File: src/rtl/cfgw_pkg.sv
package cfgw_pkg;

  localparam int unsigned FRAME_MAX = 4;
  localparam int unsigned ADDR_W    = 5;

  typedef enum logic [2:0] {
    S_IDLE,
    S_LEAD,
    S_HIGH,
    S_LOW,
    S_TAIL,
    S_SYNC
  } cfgw_state_e;

  // Data bytes carried by the next frame, given the bytes still pending.
  function automatic logic [2:0] frame_len(input logic [7:0] pending);
    return (pending > 8'(FRAME_MAX)) ? 3'(FRAME_MAX) : pending[2:0];
  endfunction

  // Instruction byte: direction, count minus one, first address.
  function automatic logic [7:0] instr_byte(input logic rd, input logic [2:0] nbytes,
                                            input logic [ADDR_W-1:0] addr);
    logic [2:0] m1;
    m1 = nbytes - 3'd1;
    return {rd, m1[1:0], addr};
  endfunction

endpackage

File: src/rtl/cfgw_tick.sv
module cfgw_tick #(
  parameter int DIV_W = 8
) (
  input  logic             clk,
  input  logic             rst_n,
  input  logic             load,
  input  logic [DIV_W-1:0] half,
  input  logic             run,
  output logic             tick
);
  logic [DIV_W-1:0] div_q;
  logic [DIV_W-1:0] cnt_q;
  logic [DIV_W-1:0] lim;

  assign lim  = (div_q == '0) ? DIV_W'(1) : div_q;
  assign tick = run && (cnt_q == lim - DIV_W'(1));

  always_ff @(posedge clk or negedge rst_n) begin
    if (!rst_n) begin
      div_q <= '0;
      cnt_q <= '0;
    end else begin
      if (load) div_q <= half;
      if (!run || tick) cnt_q <= '0;
      else              cnt_q <= cnt_q + DIV_W'(1);
    end
  end

  // the divider never counts past its limit while running
  p_cnt_bound_r4: assert property (@(posedge clk) disable iff (!rst_n)
    run |-> (cnt_q < lim));

endmodule

File: src/rtl/cfgw_shift.sv
module cfgw_shift (
  input  logic       clk,
  input  logic       rst_n,
  input  logic       load,
  input  logic       shift,
  input  logic [7:0] din,
  output logic       bit_out
);
  logic [7:0] sh_q;

  always_ff @(posedge clk or negedge rst_n) begin
    if (!rst_n)     sh_q <= '0;
    else if (load)  sh_q <= din;
    else if (shift) sh_q <= {sh_q[6:0], 1'b0};
  end

  assign bit_out = sh_q[7];

  // load and shift never requested together
  p_ld_sh_excl_r3: assert property (@(posedge clk) disable iff (!rst_n)
    !(load && shift));

endmodule

File: src/rtl/cfgw_seq.sv
module cfgw_seq
  import cfgw_pkg::*;
#(
  parameter int MAX_BYTES = 8,
  parameter int CNT_W     = $clog2(MAX_BYTES + 1)
) (
  input  logic                   clk,
  input  logic                   rst_n,
  input  logic                   start,
  input  logic [ADDR_W-1:0]      start_addr,
  input  logic [CNT_W-1:0]       byte_cnt,
  input  logic [MAX_BYTES*8-1:0] buf_data,
  input  logic                   tick,
  output logic                   run,
  output logic                   load_div,
  output logic                   sh_load,
  output logic                   sh_shift,
  output logic [7:0]             sh_din,
  output logic                   sclk,
  output logic                   cs_n,
  output logic                   syncio,
  output logic                   busy,
  output logic                   done
);
  cfgw_state_e            st;
  logic [MAX_BYTES*8-1:0] buf_q;
  logic [CNT_W-1:0]       total_q, idx_q;
  logic [2:0]             chunk_q;
  logic [5:0]             bit_q;
  logic [ADDR_W-1:0]      addr_q;
  logic                   sclk_q, cs_q, sync_q, busy_q, done_q;

  // Named internal events
  logic             accept, last_bit, byte_edge, frame_end;
  logic [CNT_W-1:0] len_in, pending;
  logic [2:0]       first_chunk, next_chunk;
  logic [7:0]       data_byte;

  assign len_in      = (byte_cnt > CNT_W'(MAX_BYTES)) ? CNT_W'(MAX_BYTES) : byte_cnt;
  assign accept      = start && (st == S_IDLE) && (len_in != '0);
  assign pending     = total_q - idx_q;
  assign first_chunk = frame_len(8'(len_in));
  assign next_chunk  = frame_len(8'(pending));
  assign last_bit    = (bit_q == {chunk_q, 3'b111});
  assign byte_edge   = (bit_q[2:0] == 3'b111);
  assign frame_end   = (st == S_HIGH) && tick && last_bit;

  always_comb begin
    data_byte = '0;
    for (int k = 0; k < MAX_BYTES; k++)
      if (idx_q == CNT_W'(k)) data_byte = buf_q[k*8 +: 8];
  end

  always_comb begin
    unique case (st)
      S_IDLE:  sh_din = instr_byte(1'b0, first_chunk, start_addr);
      S_SYNC:  sh_din = instr_byte(1'b0, chunk_q, ADDR_W'(addr_q + ADDR_W'(idx_q)));
      default: sh_din = data_byte;
    endcase
  end

  assign sh_load  = accept || (st == S_SYNC) ||
                    ((st == S_HIGH) && tick && !last_bit && byte_edge);
  assign sh_shift = (st == S_HIGH) && tick && !last_bit && !byte_edge;
  assign run      = (st == S_LEAD) || (st == S_HIGH) || (st == S_LOW) || (st == S_TAIL);
  assign load_div = accept;

  always_ff @(posedge clk or negedge rst_n) begin
    if (!rst_n) begin
      st      <= S_IDLE;
      buf_q   <= '0;
      total_q <= '0;
      idx_q   <= '0;
      chunk_q <= '0;
      bit_q   <= '0;
      addr_q  <= '0;
      sclk_q  <= 1'b0;
      cs_q    <= 1'b1;
      sync_q  <= 1'b0;
      busy_q  <= 1'b0;
      done_q  <= 1'b0;
    end else begin
      done_q <= 1'b0;
      unique case (st)
        S_IDLE: begin
          if (start && len_in == '0) done_q <= 1'b1;
          else if (accept) begin
            buf_q   <= buf_data;
            total_q <= len_in;
            idx_q   <= '0;
            addr_q  <= start_addr;
            chunk_q <= first_chunk;
            bit_q   <= '0;
            cs_q    <= 1'b0;
            busy_q  <= 1'b1;
            st      <= S_LEAD;
          end
        end
        S_LEAD, S_LOW: if (tick) begin
          sclk_q <= 1'b1;
          st     <= S_HIGH;
        end
        S_HIGH: if (tick) begin
          sclk_q <= 1'b0;
          if (last_bit) begin
            cs_q <= 1'b1;
            st   <= S_TAIL;
          end else begin
            bit_q <= bit_q + 6'd1;
            if (byte_edge) idx_q <= idx_q + CNT_W'(1);
            st <= S_LOW;
          end
        end
        S_TAIL: if (tick) begin
          if (idx_q != total_q) begin
            sync_q  <= 1'b1;
            chunk_q <= next_chunk;
            bit_q   <= '0;
            st      <= S_SYNC;
          end else begin
            busy_q <= 1'b0;
            done_q <= 1'b1;
            st     <= S_IDLE;
          end
        end
        S_SYNC: begin
          sync_q <= 1'b0;
          cs_q   <= 1'b0;
          st     <= S_LEAD;
        end
        default: st <= S_IDLE;
      endcase
    end
  end

  assign sclk   = sclk_q;
  assign cs_n   = cs_q;
  assign syncio = sync_q;
  assign busy   = busy_q;
  assign done   = done_q;

  // resync pulse lasts one system clock
  p_sync_one_r6: assert property (@(posedge clk) disable iff (!rst_n)
    syncio |=> !syncio);
  // resync only while deselected
  p_sync_desel_r6: assert property (@(posedge clk) disable iff (!rst_n)
    syncio |-> cs_n);
  // clock rests low when deselected
  p_idle_low_r5: assert property (@(posedge clk) disable iff (!rst_n)
    cs_n |-> !sclk);
  // a frame never carries more than four data bytes
  p_frame_cap_r2: assert property (@(posedge clk) disable iff (!rst_n)
    frame_end |-> (chunk_q != 3'd0 && chunk_q <= 3'(FRAME_MAX)));
  // done is a single pulse and excludes busy
  p_done_pulse_r7: assert property (@(posedge clk) disable iff (!rst_n)
    done |=> !done);
  p_done_idle_r7: assert property (@(posedge clk) disable iff (!rst_n)
    done |-> !busy);
  // a start while busy leaves the transfer running
  p_start_ignored_r8: assert property (@(posedge clk) disable iff (!rst_n)
    (busy && start && !frame_end && st != S_TAIL) |=> busy);

endmodule

File: src/rtl/cfg_serial_writer.sv
module cfg_serial_writer #(
  parameter int MAX_BYTES = 8,
  parameter int DIV_W     = 8,
  parameter int CNT_W     = $clog2(MAX_BYTES + 1)
) (
  input  logic                   clk,
  input  logic                   rst_n,
  input  logic                   start,
  input  logic [4:0]             start_addr,
  input  logic [CNT_W-1:0]       byte_cnt,
  input  logic [MAX_BYTES*8-1:0] buf_data,
  input  logic [DIV_W-1:0]       half_div,
  output logic                   busy,
  output logic                   done,
  output logic                   cs_n,
  output logic                   sclk,
  output logic                   sdio,
  output logic                   syncio
);
  logic       tick, run, load_div, sh_load, sh_shift;
  logic [7:0] sh_din;

  cfgw_tick #(.DIV_W(DIV_W)) u_tick (
    .clk(clk), .rst_n(rst_n), .load(load_div), .half(half_div),
    .run(run), .tick(tick)
  );

  cfgw_seq #(.MAX_BYTES(MAX_BYTES), .CNT_W(CNT_W)) u_seq (
    .clk(clk), .rst_n(rst_n), .start(start), .start_addr(start_addr),
    .byte_cnt(byte_cnt), .buf_data(buf_data), .tick(tick), .run(run),
    .load_div(load_div), .sh_load(sh_load), .sh_shift(sh_shift), .sh_din(sh_din),
    .sclk(sclk), .cs_n(cs_n), .syncio(syncio), .busy(busy), .done(done)
  );

  cfgw_shift u_shift (
    .clk(clk), .rst_n(rst_n), .load(sh_load), .shift(sh_shift),
    .din(sh_din), .bit_out(sdio)
  );

  // data line holds while the serial clock is high
  p_sdio_hold_r3: assert property (@(posedge clk) disable iff (!rst_n)
    (sclk && $past(sclk)) |-> $stable(sdio));
  // a data change with the clock low happens at a falling edge or before a frame
  p_sdio_fall_r3: assert property (@(posedge clk) disable iff (!rst_n)
    (!cs_n && !$past(cs_n) && !$stable(sdio)) |-> $fell(sclk));

endmodule

File: config.mk
export PLATFORM = sky130hd
export DESIGN_NAME = cfg_serial_writer
export DESIGN_NICKNAME = d
export VERILOG_FILES = /design/src/rtl/cfgw_pkg.sv /design/src/rtl/cfgw_tick.sv /design/src/rtl/cfgw_shift.sv /design/src/rtl/cfgw_seq.sv /design/src/rtl/cfg_serial_writer.sv
export SDC_FILE = /design/constraint.sdc
export NUM_CORES = 1
export LEC_CHECK = 0
export BUFFER_PORTS_ARGS = -buffer_cell sky130_fd_sc_hd__buf_2
export CORE_MARGIN = 2
export CORE_UTILIZATION = 44
export CTS_CLUSTER_SIZE = 30
export DETAILED_ROUTE_END_ITERATION = 8
export PLACE_DENSITY = 0.6
export SYNTH_ARGS = -nofsm -noshare
export SYNTH_HDL_FRONTEND = slang
export SYNTH_SLANG_ARGS = --single-unit
File: constraint.sdc
create_clock -name clk -period 7.1 [get_ports clk]
set_input_delay 0.71 -clock clk [delete_from_list [all_inputs] [get_ports clk]]
set_output_delay 0.71 -clock clk [all_outputs]
set_load 0.02 [all_outputs]
-- Word-level counts from Yosys, hierarchy flattened
Cells that the tools add are included.
- bits in registers: 118
- input bits: 84
- output and inout bits: 6
- word-level logic and storage cells: 154
- $add $sub $neg: 8
- order comparisons: 3
- equality and inequality tests: 26
- multiplexer cells: 62
- bitwise gates (word level): 1
- reduce and logical (&&, ||, !) cells: 39
- operators by type and width (cell ; count):
    $mux W8 ; 12
    $mux W3 ; 13
    $mux W6 ; 6
    $mux W4 ; 6
    $reduce_and A5 Y1 ; 4
    $pmux W6 S3 ; 1
    $eq A4 B3 Y1 const B ; 4
    $pmux W8 S2 ; 1
    $mux W1 ; 15
    $pmux W3 S5 ; 1
    $ne A2 B1 Y1 const B ; 6
    $reduce_bool A2 Y1 ; 5
    $eq A3 B3 Y1 const B ; 3
    $reduce_and A3 Y1 ; 3
    $add A8 B1 Y8 const B ; 1
    $eq A4 B2 Y1 const B ; 2
    $eq A8 B8 Y1 ; 1
    $gt A4 B3 Y1 const B ; 2
    $logic_and A1 B1 Y1 ; 8
    $logic_not A4 Y1 ; 2
    $logic_not A8 Y1 ; 1
    $ne A2 B2 Y1 const B ; 4
    $pmux W1 S2 ; 4
    $pmux W4 S2 ; 1
    23 further kinds ; 33

-- Longest topological paths before layout
Gate-level depths: netlist (run 1).
- depth in word-level cells: 11
- mapped depth: 13
- mapped depth without buffers: 11

-- Modules after synthesis
From an unflattened synthesis (run 1), not the netlist that was laid out.
- cell total of the unflattened synthesis: 745
- area total of the unflattened synthesis: 6438.7 um^2
- modules (own cells, without submodules) (module ; times used ; cells each ; area an instance (um^2) ; seq. area each (um^2)):
    cfgw_seq ; 1 ; 619 ; 5088.6 ; 2353.5
    cfgw_tick ; 1 ; 92 ; 980.9 ; 400.4
    cfgw_shift ; 1 ; 34 ; 369.1 ; 200.2

-- Worst setup path after synthesis (run 1)
OpenSTA, ideal clock, no wires.
- path type: reg-to-reg
- from: register u_tick.div_q[2]
- to: register u_seq.bit_q[4]
- setup time: 0.120 ns
- arrival time: 2.693 ns
- required time: 6.980 ns
- slack: 4.287 ns
- stages on the path, launching flop included: 13
- path buffers: 2
- period minus slack after synthesis: 2.813 ns
- cell sequence: dfrtp_1 buf_6 nor4_2 a21oi_1 ha_1 o211a_1 o21ai_0 nand4_1 a21oi_2 o221a_1 buf_4 a311oi_1 a41o_1
- longest elaborated chain between the ends: 7
- elaborated cells on any way between the ends: 8
- classes of those cells: add/sub (1); eq/ne (3); mux (1); reduce/logical (3)
- RTL lines (item ; line ; source):
    start: declaration ; cfgw_tick.sv:11 ; logic [DIV_W-1:0] div_q;
    start signal: assignment ; cfgw_tick.sv:23 ; if (load) div_q <= half;
    $logic_not A8 Y1 ; cfgw_tick.sv:15 ; assign lim = (div_q == '0) ? DIV_W'(1) : div_q;
    $mux W8 (*) ; cfgw_tick.sv:15 ;
    $sub A8 B1 Y8 (*) ; cfgw_tick.sv:16 ; assign tick = run && (cnt_q == lim - DIV_W'(1));
    $eq A8 B8 Y1 (*) ; cfgw_tick.sv:16 ;
    $logic_and A1 B1 Y1 (*) ; cfgw_tick.sv:16 ;
    $ne A2 B1 Y1 (no line) ; - ;
    $reduce_and A7 Y1 (no line) (*) ; - ;
    end signal: assignment ; cfgw_seq.sv:109 ; bit_q <= bit_q + 6'd1;
    end: declaration ; cfgw_seq.sv:29 ; logic [5:0] bit_q;
Mark *: on every way between the ends. The rest lies on a longest branch, timed or not.
A chain may end at the register's enable or synchronous reset.

-- Final worst setup path (run 1)
- from: register u_seq.st[0]
- to: register u_shift.sh_q[3]
- longest elaborated chain between the ends: 10
- elaborated cells on any way between the ends: 21
- classes of those cells: eq/ne (5); mux (2); reduce/logical (14)
- RTL lines (item ; line ; source):
    start: declaration ; cfgw_seq.sv:25 ; cfgw_state_e st;
    start signal: assignment ; cfgw_seq.sv:70 ; st <= S_IDLE;
    start signal: assignment ; cfgw_seq.sv:96 ; st <= S_LEAD;
    start signal: assignment ; cfgw_seq.sv:101 ; st <= S_HIGH;
    $eq A3 B1 Y1 / $eq A3 B2 Y1 (equally long branches) ; - ;
    $logic_or A1 B1 Y1 (3 in series) ; cfgw_seq.sv:65 ; assign run = (st == S_LEAD) || (st == S_HIGH) || (st == S_LOW) || (st == S_TAIL);
    $logic_and A1 B1 Y1 ; cfgw_tick.sv:16 ;
    $logic_and A1 B1 Y1 ; - ;
    $logic_and A1 B1 Y1 ; cfgw_seq.sv:63, cfgw_seq.sv:64 ;
    $logic_and A1 B1 Y1 ; cfgw_seq.sv:63 ; ((st == S_HIGH) && tick && !last_bit && byte_edge);
    $logic_or A1 B1 Y1 ; cfgw_seq.sv:62 ; assign sh_load = accept || (st == S_SYNC) ||
    $mux W8 / $reduce_bool A2 Y1 (equally long branches) ; - ;
    end signal: assignment ; cfgw_shift.sv:13 ; else if (load) sh_q <= din;
    end signal: assignment ; cfgw_shift.sv:14 ; else if (shift) sh_q <= {sh_q[6:0], 1'b0};
    end: declaration ; cfgw_shift.sv:9 ; logic [7:0] sh_q;
Several ways; a longest one is shown, not always the timed one.

==> results of run 1 <==
critical path, stage by stage, from the launching register on:
cell and delay, ns:
dfrtp_1 0.57, nor4b_2 0.62, and2_2 0.57, buf_4 0.59, or3_1 0.38, o21ai_1 0.11, a221oi_1 0.23, a21oi_1 0.10
mux2_1 0.31
registers in the layout, indices dropped and copies added, names as in the netlist:
register,count
u_tick.cnt_q,8
u_seq.done,1
u_seq.chunk_q,3
u_seq.st,3
u_seq.sclk,1
u_seq.bit_q,6
u_seq.addr_q,5
u_seq.buf_q,64
u_seq.syncio,1
u_shift.sh_q,8
u_seq.total_q,4
u_seq.busy,1
u_tick.div_q,8
u_seq.idx_q,4
u_seq.cs_n,1
per-stage QoR:
stage | area [sq um] | hold slack [ns] | utilization [%] | setup WS, ns
3_3_place_gp | 6770 | 0.454 | 49.0 | 3.49
3_5_place_dp | 6770 | 0.462 | 49.0 | 3.37
6_report | 7310 | 0.286 | 52.9 | 3.44
5_1_grt | 7310 | 0.324 | 52.9 | 3.12
4_1_cts | 7310 | 0.298 | 52.9 | 3.47
2_1_floorplan | 6230 | 0.414 | - | 4.29
cell usage in the layout, fill, tap and decap left out, types with 2 or more instances in the layout:
master / n
mux2_1: 2
inv_1: 23
or4_1: 2
dfrtp_1: 117
nor2_1: 48
a221oi_1: 8
a22oi_1: 13
nand2_1: 261
o22ai_1: 3
a211o_1: 2
a32oi_1: 2
fa_1: 2
a21oi_2: 2
o21ai_0: 28
o21ai_1: 4
clkbuf_16: 17
or3_1: 3
clkbuf_1: 2
clkbuf_8: 2
nand3b_1: 3
ha_1: 15
a311oi_1: 2
xor2_1: 12
o31ai_1: 4
nand3_1: 22
and4_1: 2
buf_2: 88
nand2b_1: 2
a21oi_1: 40
xnor2_1: 12
nor3_1: 14
nor2b_1: 8
o211ai_1: 5
and3_1: 5
clkinv_2: 9
a31oi_1: 4
a21o_1: 6
buf_4: 5
nand4_1: 4
and2_1: 5
report_power, final:
group | total (mW) | internal [mW] | switching (mW)
Combinational | 1.16 | 0.478 | 0.678
Sequential | 1.25 | 0.972 | 0.282
Clock | 0.796 | 0.492 | 0.304
Total | 3.21 | 1.94 | 1.26
layer usage:
metal	vias up	GRT usage (%)	part of all wire [%]
met5	-	0	0
met4	0	8.19	2.1
met3	26	4.89	5.1
met2	141	34.9	46
met1	2586	31.9	47
li1	2682	-	-
cell type report:
| type | count | area share, % |
|---|---|---|
| Tap cell | 180 | 3.08 |
| Inverter | 23 | 1.18 |
| Clock inverter | 11 | 1.13 |
| Clock buffer | 21 | 6.30 |
| Sequential cell | 118 | 40.4 |
| Multi-Input combinational cell | 571 | 41.4 |
| Timing Repair Buffer | 93 | 6.54 |
cells by family after synthesis:
| group | Yosys count |
|---|---|
| AOI/OAI and AO/OA | 137 |
| and+or+nand+nor | 390 |
| buffers and inverters | 63 |
| DFF | 118 |
| xor gates and xnor gates | 24 |
| muxes | 3 |
| adders and majority gates | 17 |
path summary, 6_finish.rpt:
check / startpoint / endpoint / slack (ns) / cells past startpoint
setup / recovery: u_seq.st[0]$_DFFE_PN0P_ / u_shift.sh_q[3]$_DFFE_PN0P_ / 3.44 / 8
hold reg to reg: u_seq.buf_q[23]$_DFFE_PN0P_ / u_seq.buf_q[23]$_DFFE_PN0P_ / 0.47 / 2
max in group asynchronous: rst_n / u_seq.buf_q[40]$_DFFE_PN0P_ / 5.45 / 2
hold / removal: rst_n / u_tick.cnt_q[4]$_DFF_PN0_ / 0.29 / 1
setup reg to reg: u_seq.st[0]$_DFFE_PN0P_ / u_shift.sh_q[3]$_DFFE_PN0P_ / 3.44 / 8
min in group clk: buf_data[33] / u_seq.buf_q[33]$_DFFE_PN0P_ / 0.47 / 3
==> results.toml, run 1 <==
[timing]
finalSetupTns_ns = 0
worst_pin_slew_ns = 0.968
rsz0062_at_grt = "no"
finClkSkew_ns = 0.0117
fmax_mhz = 273
fin_crit_sh_pct = 51.5
setup-violations-final = 0
slew_violations = 0
slew_headroom_pct = 35.5
hold_viol_final = 0
finalCriticalPeriod_ns = 3.66

[global_route]
grtUsageTotal_pct = 22.8
antenna_found_initial = 0
grt_max_degree = 80
gr-total-overflow = 0
grt_pass1_vias = 5377
grt_pass1_wl_um = 26800

[placement]
io_buffers = 89
gp_congestion = 0.878
dp_hpwl_um = 11200
place_inst = 985

[synthesis]
netlist_area_sq_um = 6230
synth_xor_area_share_pct = 3.38
yosysUniqueCellTypes = 63
synth_top_cell_by_area = "dfrtp_1"
synth_top_family_by_area = "simple AND/OR/NAND/NOR gates"
muxShareOfSynthArea_pct = 0.522
synth_top_area_share_pct = 47.0
synth-simple-area-share_pct = 26.7
ys.flop_type = "dfrtp_1"
yosysSeqAreaShare_pct = 47.4
synth-edff-count = 0
synthesis.nets = 853
ys.warnings.count = 0
syn_area_per_cell_sq_um = 8.28
synth-compound-area-share_pct = 14.3
ys_ff_latch = 118
synthAdderAreaFrac_pct = 3.66
synth_cells = 752
synth_most_common_cell = "nand2_1"
yosys-top-cells-area = "dfrtp_1, nand2_1, a21oi_1"
synthArstFlopShare_pct = 100
synth.top_cells.by_count = "nand2_1, dfrtp_1, nor2_1, a21oi_1, clkbuf_1"

[clock_tree]
numCtsBuffers = 17
clk_path_buf_depth = 2
cts.clk_slew.worst_paths_ns = 0.05
cts_hold_buf = 0
cts_setup_buffers = 0
cts-root-buf = "clkbuf_16"
cts_tree = "yes"
clock_latency_ns = 0.43
cts_sinks = 118
htreeDepth = 4
cts_resized = 0

[final_layout]
fillerInstances = 1319
instances_no_fill = 1017
synthToLayoutAreaGrowth_pct = 17.4
multi_input_area_sq_um = 3030
layout.nets = 925
final_layout_size_suffix_gt1_share_pct = 16.1
regArea_sq_um = 2950
antenna_cells = 0

[drt]
antenna_left = 0
routedWlPerCell_um = 15.6
via_count = 5435
drt_iter0_drc = 499
first_pass_iters = 5
vias_per_cell = 5.34
totalWireLength_um = 15900
drcViolationCount = 0

[power_and_ir_drop]
total_power_mw = 3.21
irDropWorstVdd_v = 0.000178
p_per_area_nw_per_um2 = 439
p_leak_nw = 3.63

[die]
start_util_pct = 45.0
die_w_um = 123
core-area_sq_um = 13800
io_pins = 90
fp.dieH_um = 123
die-area_sq_um = 15100
num_rows = 43

[min_path]
min_path_type = "primary input to async pin"

[flow_run]
drv_cap = 0

[worst_setup_path]
worstSetupEndpointType = "flop"
arrival_ns = 3.95
startpoint_type = "flop"
crit_required_ns = 7.40
crit_fanout = 62
path_class = "flop to flop"

[status]
status = "completed"
No activity file was read; power rests on OpenSTA's default activity.
==> run 2, diff against run 1 <==
- clock period: 7.1 -> 3.78 ns (I/O delays scaled with it)
==> results.toml, run 2 (same netlist as run 1, synthesis figures left out) <==
[clock_tree]
numCtsBuffers = 17
cts.clk_slew.worst_paths_ns = 0.06
htreeDepth = 4
cts_resized = 0
cts_sinks = 118
clk_path_buf_depth = 2
cts_setup_buffers = 0
cts_tree = "yes"
cts_hold_buf = 0
cts-root-buf = "clkbuf_16"
clock_latency_ns = 0.42

[final_layout]
layout_common_cells = "nand2_1, dfrtp_1, buf_2"
largest_reg_flops = 64
regArea_sq_um = 2950
final_layout_size_suffix_gt1_share_pct = 16.3
multi_input_area_sq_um = 3030
fin_util_pct = 53.2
synthToLayoutAreaGrowth_pct = 18.1
fillerInstances = 1324
regMostFlops = "u_seq.buf_q"
antenna_cells = 0
mostFrequentLayoutCell = "nand2_1"
layout.nets = 929

[timing]
finClkSkew_ns = 0.00571
worst_pin_slew_ns = 1.16
setup-violations-final = 0
whs_ns = 0.142
hold_viol_final = 0
rsz0062_at_grt = "no"
finalCriticalPeriod_ns = 3.13
slew_headroom_pct = 22.8
fin_crit_sh_pct = 82.8
fmax_mhz = 319
slew_violations = 0
finalSetupTns_ns = 0
layout_setup_ws_ns = 0.649

[die]
fp.dieH_um = 123
die-area_sq_um = 15100
io_pins = 90
num_rows = 43
core-area_sq_um = 13800
die_w_um = 123
start_util_pct = 45.0

[worst_setup_path]
crit_chain = "nor4_2 -> buf_4 -> a21oi_1 -> ha_1 -> o211a_1 -> o21ai_0 -> nand4_1 -> a21oi_2 -> o221a_1 -> a311oi_1 -> a41o_1"
startpoint_type = "flop"
crit_fanout = 10
crit_required_ns = 4.09
worstSetupEndpointType = "flop"
crit_path_top_delay_cell = "dfrtp_1"
critPathMaxStageDelay_ns = 0.47
crit_buf_inv = 1
path_class = "flop to flop"
arrival_ns = 3.44
critical-path-top-delay-family = "compound AO/OA/AOI/OAI gates"

[drt]
drcViolationCount = 0
first_pass_iters = 6
vias_per_cell = 5.29
routedWlPerCell_um = 15.7
totalWireLength_um = 16000
drt_iter0_drc = 323
via_count = 5395
antenna_left = 0

[placement]
gp_congestion = 0.827
io_buffers = 89
dp_slack_ns = 0.652
dp_hpwl_um = 11300

[min_path]
min_path_type = "primary input to flop"

[global_route]
antenna_found_initial = 0
grt_max_degree = 90
grtUsageMet1_pct = 31.2
grt-busiest-layer = "met2"
use_met2_pct = 37.0
gr-usage-met3_pct = 4.80
grt_pass1_vias = 5500
grt_pass1_wl_um = 27100
gr-total-overflow = 0
grtUsageTotal_pct = 23.2

[power_and_ir_drop]
p_per_area_nw_per_um2 = 826
irDropWorstVdd_v = 0.000401
p_leak_nw = 3.64
total_power_mw = 6.07

[flow_run]
drv_cap = 0

[status]
status = "completed"
run 2: cell types whose count changed in the layout (fill, tap and decap cells not counted), sizes merged:
cell,previous run,this run
buf,93,97
clkinv,9,5
clkinvlp,1,3
bufinv,1,2
clkbuf,21,20
run 2: final cells by class:
type | instances | share of cell area (%)
Clock buffer | 20 | 6.07
Clock inverter | 10 | 1.46
Inverter | 23 | 1.17
Multi-Input combinational cell | 571 | 41.1
Sequential cell | 118 | 40.2
Tap cell | 180 | 3.06
Timing Repair Buffer | 97 | 6.91
run 2: path summary, 6_finish.rpt:
path                                                  start                           to  slack (ns)  cells past startpoint
worst max-delay path            u_tick.div_q[2]$_DFFE_PN0P_   u_seq.bit_q[4]$_DFFE_PN0P_        0.65                     11
worst min-delay path                           buf_data[15]  u_seq.buf_q[15]$_DFFE_PN0P_        0.14                      3
worst max register to register  u_tick.div_q[2]$_DFFE_PN0P_   u_seq.bit_q[4]$_DFFE_PN0P_        0.65                     11
worst min register to register  u_seq.buf_q[43]$_DFFE_PN0P_  u_seq.buf_q[43]$_DFFE_PN0P_        0.47                      2
max in group asynchronous                             rst_n  u_seq.buf_q[49]$_DFFE_PN0P_        2.58                      2
min in group asynchronous                             rst_n    u_tick.cnt_q[3]$_DFF_PN0_        0.19                      1
run 2: tightest hold or removal path, cell delays in order:
cell	delay [ns]
buf_2	0.07
nand2_1	0.04
nand2_1	0.04
run 2: where the power goes:
group          switching [mW]  internal (mW)  total (mW)
combinational            1.24          0.920        2.16
sequential              0.546           1.83        2.37
clock                   0.565          0.970        1.54
total                    2.36           3.72        6.07
run 2: stage by stage:
stage | instances | area (sq um)
after floorplan | 752 | 6230
after global placement | 989 | 6800
after global routing | 1019 | 7350
final | 1019 | 7350
after CTS | 1019 | 7350
after detailed placement | 989 | 6800
run 2: layer usage:
metal / routed length, um / part of all wire [%] / vias to the layer above
met3: 650 / 4.1 / 19
met1: 7530 / 47 / 2579
met5: 0 / 0 / -
li1: - / - / 2679
met4: 238 / 1.5 / 0
met2: 7610 / 47 / 118
==> run 3, diff against run 2 <==
- clock period: 3.78 -> 3.14 ns (I/O delays scaled with it)
==> results.toml, run 3 (same netlist as run 1, synthesis figures left out) <==
[global_route]
antenna_found_initial = 0
grt_max_degree = 80
gr-total-overflow = 0
grtUsageTotal_pct = 23.6
grt_pass1_vias = 5547
grt_pass1_wl_um = 27600

[drt]
antenna_left = 0
first_pass_iters = 5
routedWlPerCell_um = 15.8
via_count = 5515
totalWireLength_um = 16300
vias_per_cell = 5.36
wl_met3_um = 855
drcViolationCount = 0
topRoutingLayerUsed = "met4"
wl_met2_um = 7590
wl_met1_um = 7490
drt_iter0_drc = 388

[die]
core-area_sq_um = 13800
die-area_sq_um = 15100
start_util_pct = 45.0
num_rows = 43
die_w_um = 123
io_pins = 90
fp.dieH_um = 123

[power_and_ir_drop]
irDropWorstVdd_v = 0.000551
power_frac_seq_pct = 36.5
switching_share_pct = 38.2
p_int_mw = 4.72
p_per_area_nw_per_um2 = 1020
combPwrFrac_pct = 36.3
p_leak_nw = 3.73
power_frac_clock_pct = 27.3
p_sw_mw = 2.92

[timing]
worst_pin_slew_ns = 0.857
whs_ns = 0.0240
finalCriticalPeriod_ns = 3.00
setup-violations-final = 0
fin_crit_sh_pct = 95.5
hold_viol_final = 0
finalSetupTns_ns = 0
fmax_mhz = 333
layout_setup_ws_ns = 0.140
slew_violations = 0
slew_headroom_pct = 42.9
finClkSkew_ns = 0.00963

[worst_setup_path]
crit_required_ns = 3.47
worstRegToRegCells = 10
worstSetupEndpointType = "flop"
crit_fanout = 8
timing.rr.start = "u_tick.div_q[1]$_DFFE_PN0P_"
startpoint_type = "flop"
arrival_ns = 3.33
crit_path_top_delay_cell = "dfrtp_1"
critical-path-top-delay-family = "simple AND/OR/NAND/NOR gates"
r2r-end = "u_seq.idx_q[3]$_DFFE_PN0P_"
r2r_setup_slack_ns = 0.14
crit_buf_inv = 0
path_class = "flop to flop"
critPathMaxStageDelay_ns = 0.42
cp_num_cells = 10
cp_common_cell = "a21oi_1"
crit_chain = "nor3_1 -> a21oi_1 -> ha_1 -> o211a_1 -> o21ai_0 -> nand4_1 -> a21oi_4 -> nand3_2 -> or3_1 -> a21oi_1"

[min_path]
min_path_type = "primary input to async pin"

[clock_tree]
cts.clk_slew.worst_paths_ns = 0.06
cts_setup_buffers = 0
clk_path_buf_depth = 2
clock_latency_ns = 0.42
numCtsBuffers = 17
cts_tree = "yes"
cts_sinks = 118
htreeDepth = 4
cts-root-buf = "clkbuf_16"
cts_resized = 0
cts_hold_buf = 0

[placement]
io_buffers = 89
place_inst = 997
dp_slack_ns = 0.240
gp_congestion = 0.896
dp_hpwl_um = 11500

[final_layout]
instances_no_fill = 1029
antenna_cells = 0
regMostFlops = "u_seq.buf_q"
layout_common_cells = "nand2_1, dfrtp_1, buf_2"
mostFrequentLayoutCell = "nand2_1"
layout.nets = 937
largest_reg_flops = 64
fillerInstances = 1300
final_layout_size_suffix_gt1_share_pct = 17.6
synthToLayoutAreaGrowth_pct = 20.7

[status]
status = "completed"

[flow_run]
drv_cap = 0
## run 3: routing by layer
metal / vias to the layer above / GRT usage (%)
met5: - / 0
met4: 0 / 8.91
met3: 32 / 6.04
met2: 153 / 37.1
met1: 2629 / 31.4
li1: 2701 / -
## run 3: stage by stage
| step | area, sq um | total power [mW] | util [%] |
|---|---|---|---|
| finish | 7510 | 7.64 | 54.3 |
| global route | 7510 | 8.23 | 54.3 |
| CTS | 7500 | 7.66 | 54.3 |
| detailed placement | 6870 | 5.54 | 49.7 |
| global placement | 6870 | 5.46 | 49.7 |
| floorplan | 6230 | 4.69 | - |
## run 3: how the worst max path moves through the flow
stage / start / endpoint
after floorplan: u_tick.div_q[2]$_DFFE_PN0P_ / u_seq.bit_q[4]$_DFFE_PN0P_
after global routing: u_tick.div_q[2]$_DFFE_PN0P_ / u_seq.idx_q[3]$_DFFE_PN0P_
after detailed placement: u_tick.div_q[1]$_DFFE_PN0P_ / u_seq.idx_q[3]$_DFFE_PN0P_
after global placement: u_tick.div_q[1]$_DFFE_PN0P_ / u_seq.idx_q[3]$_DFFE_PN0P_
after CTS: u_tick.div_q[1]$_DFFE_PN0P_ / u_seq.idx_q[3]$_DFFE_PN0P_
final: u_tick.div_q[1]$_DFFE_PN0P_ / u_seq.idx_q[3]$_DFFE_PN0P_
## run 3: power by group through the flow
stage / clock network, mW / logic (mW) / registers (mW)
global placement: 0 / 2.68 / 2.78
floorplan: 0 / 2.10 / 2.59
CTS: 2.11 / 2.76 / 2.78
detailed placement: 0 / 2.74 / 2.80
global route: 2.17 / 3.18 / 2.87
finish: 2.08 / 2.77 / 2.79
## run 3: final cells by class
type	instances	area [sq um]	share of cell area [%]
clock buffers	20	457	6.08
clock inverters	12	175	2.33
inverters	23	86.3	1.15
multi-input cells	571	3040	40.4
flip-flops and latches	118	2950	39.3
well taps	180	225	3.00
repair buffers	105	581	7.73
